--- src/rtl/sdm_inctl_pkg.sv ---
package sdm_inctl_pkg;
  localparam int ADDR_SEL  = 0;
  localparam int ADDR_MODE = 1;

  typedef enum logic [1:0] {
    BUF_OFF  = 2'd0,
    BUF_LOW  = 2'd1,
    BUF_MED  = 2'd2,
    BUF_HIGH = 2'd3
  } buf_mode_e;
endpackage

--- src/rtl/sdm_cfg_regs.sv ---
module sdm_cfg_regs
  import sdm_inctl_pkg::*;
#(
  parameter int CHAN_W    = 3,
  parameter int GAIN_W    = 3,
  parameter int NUM_GAINS = 6,
  parameter int DLY_W     = 2,
  parameter int BUF_W     = 2,
  parameter int ADDR_W    = 2,
  localparam int DATA_W   = CHAN_W + GAIN_W
) (
  input  logic              clk,
  input  logic              rst,
  input  logic              wr_en,
  input  logic [ADDR_W-1:0] wr_addr,
  input  logic [DATA_W-1:0] wr_data,
  output logic [CHAN_W-1:0] chan_n,
  output logic [GAIN_W-1:0] gain_n,
  output logic [DLY_W-1:0]  dly_n,
  output logic [BUF_W-1:0]  buf_q
);
  localparam logic [GAIN_W:0] GAIN_LIM = (GAIN_W+1)'(NUM_GAINS);

  logic [CHAN_W-1:0] chan_q;
  logic [GAIN_W-1:0] gain_q;
  logic [DLY_W-1:0]  dly_q;
  logic [BUF_W-1:0]  buf_n;
  logic              sel_hit, mode_hit, gain_ok;
  logic [GAIN_W-1:0] wr_gain;

  assign sel_hit  = wr_en && (wr_addr == ADDR_W'(ADDR_SEL));
  assign mode_hit = wr_en && (wr_addr == ADDR_W'(ADDR_MODE));
  assign wr_gain  = wr_data[CHAN_W +: GAIN_W];
  assign gain_ok  = ({1'b0, wr_gain} < GAIN_LIM);

  // Next-state values are also exported so a same-cycle write reaches the apply logic
  always_comb begin
    chan_n = chan_q;
    gain_n = gain_q;
    dly_n  = dly_q;
    buf_n  = buf_q;
    if (sel_hit) begin
      chan_n = wr_data[CHAN_W-1:0];
      if (gain_ok) gain_n = wr_gain;
    end
    if (mode_hit) begin
      buf_n = wr_data[BUF_W-1:0];
      dly_n = wr_data[BUF_W +: DLY_W];
    end
  end

  always_ff @(posedge clk) begin
    if (rst) begin
      chan_q <= '0;
      gain_q <= '0;
      dly_q  <= '0;
      buf_q  <= BUF_W'(BUF_OFF);
    end else begin
      chan_q <= chan_n;
      gain_q <= gain_n;
      dly_q  <= dly_n;
      buf_q  <= buf_n;
    end
  end

  // stored gain never leaves the legal range
  p_shadow_gain_legal_r4: assert property (@(posedge clk) disable iff (rst)
    ({1'b0, gain_q} < GAIN_LIM));

  // a write outside the two decoded addresses leaves the shadow alone
  p_stray_write_r10: assert property (@(posedge clk) disable iff (rst)
    (wr_en && !sel_hit && !mode_hit) |=> ($stable(chan_q) && $stable(gain_q) && $stable(buf_q) && $stable(dly_q)));
endmodule

--- src/rtl/sdm_apply_stage.sv ---
module sdm_apply_stage #(
  parameter int CHAN_W    = 3,
  parameter int GAIN_W    = 3,
  parameter int NUM_GAINS = 6
) (
  input  logic              clk,
  input  logic              rst,
  input  logic              dec_step,
  input  logic [CHAN_W-1:0] chan_n,
  input  logic [GAIN_W-1:0] gain_n,
  output logic [CHAN_W-1:0] act_chan,
  output logic [GAIN_W-1:0] act_gain,
  output logic              cfg_change
);
  localparam logic [GAIN_W:0] GAIN_LIM = (GAIN_W+1)'(NUM_GAINS);

  assign cfg_change = dec_step && ((chan_n != act_chan) || (gain_n != act_gain));

  always_ff @(posedge clk) begin
    if (rst) begin
      act_chan <= '0;
      act_gain <= '0;
    end else if (dec_step) begin
      act_chan <= chan_n;
      act_gain <= gain_n;
    end
  end

  // front-end values move only on a decimation step
  p_hold_between_steps_r2: assert property (@(posedge clk) disable iff (rst)
    !dec_step |=> ($stable(act_chan) && $stable(act_gain)));

  // applied gain is always a legal code
  p_applied_gain_legal_r4: assert property (@(posedge clk) disable iff (rst)
    ({1'b0, act_gain} < GAIN_LIM));
endmodule

--- src/rtl/sdm_settle_gate.sv ---
module sdm_settle_gate #(
  parameter int DLY_W      = 2,
  parameter int SETTLE_MAX = 3,
  localparam int CNT_W     = (SETTLE_MAX < 1) ? 1 : $clog2(SETTLE_MAX + 1)
) (
  input  logic             clk,
  input  logic             rst,
  input  logic             conv_start,
  input  logic             cfg_change,
  input  logic             result_rdy,
  input  logic [DLY_W-1:0] dly_n,
  output logic             conv_irq,
  output logic             settled
);
  logic [CNT_W-1:0] cnt_q, cnt_n, reload_val;
  logic             reload, irq_n;

  assign reload     = conv_start || cfg_change;
  assign reload_val = (int'(dly_n) >= SETTLE_MAX) ? '0 : CNT_W'(SETTLE_MAX - int'(dly_n));
  assign irq_n      = result_rdy && (cnt_q == '0) && !reload;

  always_comb begin
    cnt_n = cnt_q;
    if (reload)                         cnt_n = reload_val;
    else if (result_rdy && cnt_q != '0) cnt_n = cnt_q - 1'b1;
  end

  always_ff @(posedge clk) begin
    if (rst) begin
      cnt_q    <= '0;
      conv_irq <= 1'b0;
    end else begin
      cnt_q    <= cnt_n;
      conv_irq <= irq_n;
    end
  end

  assign settled = (cnt_q == '0);

  // count never exceeds the largest reload
  p_count_bound_r9: assert property (@(posedge clk) disable iff (rst)
    (int'(cnt_q) <= SETTLE_MAX));

  // a start never produces an interrupt on the next cycle
  p_start_blocks_irq_r6: assert property (@(posedge clk) disable iff (rst)
    conv_start |=> !conv_irq);

  // an interrupt implies a result one cycle earlier and a settled filter
  p_irq_after_result_r8: assert property (@(posedge clk) disable iff (rst)
    conv_irq |-> ($past(result_rdy) && settled));
endmodule

--- src/rtl/sdm_input_ctrl.sv ---
module sdm_input_ctrl #(
  parameter int CHAN_W     = 3,
  parameter int GAIN_W     = 3,
  parameter int NUM_GAINS  = 6,
  parameter int DLY_W      = 2,
  parameter int BUF_W      = 2,
  parameter int ADDR_W     = 2,
  parameter int SETTLE_MAX = 3,
  localparam int DATA_W    = CHAN_W + GAIN_W
) (
  input  logic              clk,
  input  logic              rst,
  input  logic              wr_en,
  input  logic [ADDR_W-1:0] wr_addr,
  input  logic [DATA_W-1:0] wr_data,
  input  logic              conv_start,
  input  logic              dec_step,
  input  logic              result_rdy,
  output logic [CHAN_W-1:0] act_chan,
  output logic [GAIN_W-1:0] act_gain,
  output logic [BUF_W-1:0]  buf_mode,
  output logic              conv_irq,
  output logic              settled
);
  logic [CHAN_W-1:0] chan_n;
  logic [GAIN_W-1:0] gain_n;
  logic [DLY_W-1:0]  dly_n;
  logic              cfg_change;

  sdm_cfg_regs #(
    .CHAN_W(CHAN_W), .GAIN_W(GAIN_W), .NUM_GAINS(NUM_GAINS),
    .DLY_W(DLY_W), .BUF_W(BUF_W), .ADDR_W(ADDR_W)
  ) regs_i (
    .clk(clk), .rst(rst), .wr_en(wr_en), .wr_addr(wr_addr), .wr_data(wr_data),
    .chan_n(chan_n), .gain_n(gain_n), .dly_n(dly_n), .buf_q(buf_mode)
  );

  sdm_apply_stage #(
    .CHAN_W(CHAN_W), .GAIN_W(GAIN_W), .NUM_GAINS(NUM_GAINS)
  ) apply_i (
    .clk(clk), .rst(rst), .dec_step(dec_step), .chan_n(chan_n), .gain_n(gain_n),
    .act_chan(act_chan), .act_gain(act_gain), .cfg_change(cfg_change)
  );

  sdm_settle_gate #(
    .DLY_W(DLY_W), .SETTLE_MAX(SETTLE_MAX)
  ) gate_i (
    .clk(clk), .rst(rst), .conv_start(conv_start), .cfg_change(cfg_change),
    .result_rdy(result_rdy), .dly_n(dly_n), .conv_irq(conv_irq), .settled(settled)
  );

  // a step that changes the front end leaves the filter unsettled
  p_change_unsettles_r7: assert property (@(posedge clk) disable iff (rst)
    (dec_step && (chan_n != act_chan)) |=> (!settled || !$stable(act_chan)));
endmodule

--- config.mk ---
export PLATFORM = sky130hd
export DESIGN_NAME = sdm_input_ctrl
export DESIGN_NICKNAME = d
export VERILOG_FILES = /design/src/rtl/sdm_inctl_pkg.sv /design/src/rtl/sdm_cfg_regs.sv /design/src/rtl/sdm_apply_stage.sv /design/src/rtl/sdm_settle_gate.sv /design/src/rtl/sdm_input_ctrl.sv
export SDC_FILE = /design/constraint.sdc
export NUM_CORES = 1
export LEC_CHECK = 0
export BUFFER_PORTS_ARGS = -buffer_cell sky130_fd_sc_hd__buf_2
export CAP_MARGIN = 20
export CORE_UTILIZATION = 50
export DETAILED_ROUTE_END_ITERATION = 16
export GPL_TIMING_DRIVEN = 0
export PLACE_DENSITY = 0.72
export SLEW_MARGIN = 20
export SYNTH_ARGS = -nofsm -noshare
export SYNTH_HDL_FRONTEND = slang
export SYNTH_SLANG_ARGS = --single-unit
export TNS_END_PERCENT = 10
--- constraint.sdc ---
create_clock -name clk -period 5.1 [get_ports clk]
set_clock_uncertainty 0.1 [all_clocks]
set_input_delay 0.51 -clock clk [delete_from_list [all_inputs] [get_ports clk]]
set_output_delay 0.51 -clock clk [all_outputs]
set_load 0.03 [all_outputs]
==> out/metrics.csv <==
metric,value,unit
area_growth,17.8,%
stdcell_area,0.00112,mm²
wl_per_cell,13.1,µm
seq_power_share,52.3,%
post_cts_resized,0,
tns,0,ns
cts.path.max_buffers,2,
report.final.setup_viol,0,
period_share,46.3,%
die_w,45.6,µm
worstMarginPinSlew,0.680,ns
insertedDiodeCount,0,
synth_area_leaders,"dfxtp_1 (40%), mux2i_1 (7.4%), nor2_1 (7.1%)",
final_cell_mix,"buf_2 (23), dfxtp_1 (19), nor2_1 (18), inv_1 (10), mux2i_1 (7)",
placed_cell_area,0.00109,mm²
max_freq,0.424,GHz
seq_area_frac_synth,40.1,%
io_buffers,22,
p_clk_share,26.2,%
grt_use_total,24.3,%
layout-drive-gt1-share,22.1,%
synth_edf_count,0,
hpwl,1.49,mm
startpoint_type,primary input,
ir_drop,0.208,mV
rsz0062_at_grt,no,
dieHeight,45.6,µm
cts-hold-fix-buffers,0,
maxSlewViolCount,0,
grt_max_degree,12,
grt_pass1_vias,789,
clk_latency,0.31,ns
drt_iter0_drc,35,
endpoint_kind,flip-flop,
worstSetupPathType,primary input to flip-flop,
yosys_most_used_dff,dfxtp_1,
dr.pass1.iters,5,
layout_setup_ws,2.74,ns
nFillCells,165,
syn_area,948,µm²
place_congestion,0.831,
power.leakage,0.529,nW
postCtsSetupBuffers,0,
clk_pin_slew,0.12,ns
start_util,54.3,%
crit_fanout,7,
p_int,0.212,mW
synth-seq-cells,19,
cts-htree-levels,1,
core_region_area,0.00175,mm²
avgSynthCellArea,8.62,µm²
slowest_stage,or3b_1,
synth_top_area_share,40.1,%
drc_errors,0,
synthCells,110,
die-area,0.00207,mm²
via_per_inst,5.71,
numClockSinks,19,
synth_nets,125,
total_power,0.308,mW
cts-root-buf,clkbuf_4,
p_per_area,275,mW/mm²
sw_frac_of_total,31.1,%
cpPeakStageDelay,0.36,ns
hold_viol_final,0,
num_io_pins,24,
pwr-share-comb,21.5,%
tritoncts,done,
fin_nets,152,
cp_top_family,compound AO/OA/AOI/OAI gates,
final_common_cell,buf_2,
yosysTopAreaCell,dfxtp_1,
ys_types,38,
async_flop_share,0,%
drv_cap,0,
pre_cts_ws,2.43,ns
min_path_type,primary input to flip-flop,
cts_buffers,3,
grt_antenna_before_repair,0,
crit_required,5.27,ns
finalCriticalPeriod,2.36,ns
slew_headroom,54.0,%
ys_warn_count,0,
grt_pass1_wl,3.56,mm
grt.overflow.total,0,
cp.buffers_inverters,2,
crit_top_cell,buf_2,
rows,15,
worst_ep_arrival_time,2.53,ns
status,"complete, no violations",
utilization,64.0,%
switching_power,0.0957,mW
finalWirelength,2.11,mm
antenna_left,0,
path_cells,"buf_2, or3b_1, buf_2, mux2_4, a222oi_1, nand4b_1, a211o_1, nand2_1",
vias,920,
cell usage after synthesis (2+ instances only):
master and n:
clkbuf_1 2, a21oi_1 6, inv_1 10, nand2b_1 3, dfxtp_1 19, a211oi_1 6
mux2i_1 7, nor2_1 18, xor2_1 2, nand2_1 6, nand4b_1 3, a211o_1 2
power by group through the flow:
stage                     clock, mW  combinational [mW]  sequential (mW)
after floorplan                   0              0.0409            0.170
after global routing         0.0876              0.0740            0.162
final                        0.0805              0.0661            0.161
after CTS                    0.0801              0.0661            0.161
after global placement            0              0.0644            0.164
after detailed placement          0              0.0653            0.164
worst paths after layout:
path | from | to | slack, ns | cells after the start
max | wr_addr[1] | gate_i.cnt_q[1] | 2.74 | 8
min | result_rdy | gate_i.conv_irq | 0.32 | 3
max reg2reg | apply_i.act_gain[1] | gate_i.cnt_q[1] | 3.25 | 6
min reg2reg | regs_i.dly_q[1] | regs_i.dly_q[1] | 0.40 | 2
per-layer routing:
layer | vias to the layer above | share of wire, % | global-route usage, % | wire [µm]
li1 | 450 | - | - | -
met1 | 430 | 49 | 36.5 | 1030
met2 | 33 | 43 | 32.3 | 906
met3 | 7 | 5.7 | 4.76 | 120
met4 | 0 | 2.1 | 12.1 | 45
met5 | - | 0 | 0 | 0
worst min-delay path, stage by stage:
cell,delay (ns)
buf_2,0.10
nand2_1,0.05
a211oi_1,0.04
cell families after synthesis:
group | count (synthesis) | synth area share [%]
AO/OA/AOI/OAI | 24 | 18.3
XOR/XNOR | 3 | 2.77
adder cells (fa/ha/maj) | 1 | 1.32
buffers and inverters | 14 | 5.67
flip-flops | 19 | 40.1
multiplexers | 8 | 8.97
AND/OR/NAND/NOR | 41 | 22.8
through the flow:
step / instances / hold WS, ns
final: 161 / 0.322
after global routing: 161 / 0.321
after CTS: 161 / 0.336
after detailed placement: 157 / 0.371
after global placement: 157 / 0.358
after floorplan: 110 / 0.346
state kept, by name, indices dropped and copies added, names as in the netlist:
register / flops
regs_i.gain_q: 3
apply_i.act_chan: 3
regs_i.chan_q: 3
regs_i.dly_q: 2
gate_i.cnt_q: 2
gate_i.conv_irq: 1
apply_i.act_gain: 3
regs_i.buf_q: 2
cell type report:
| class | count | area (µm²) | area share (%) |
|---|---|---|---|
| Sequential cell | 19 | 380 | 34.0 |
| Timing Repair Buffer | 22 | 110 | 9.85 |
| Multi-Input combinational cell | 77 | 514 | 46.0 |
| Tap cell | 25 | 31.3 | 2.80 |
| Clock buffer | 3 | 22.5 | 2.02 |
| Buffer | 4 | 16.3 | 1.46 |
| Clock inverter | 1 | 5.00 | 0.448 |
| Inverter | 10 | 37.5 | 3.36 |
(Power assumes the default switching activity.)
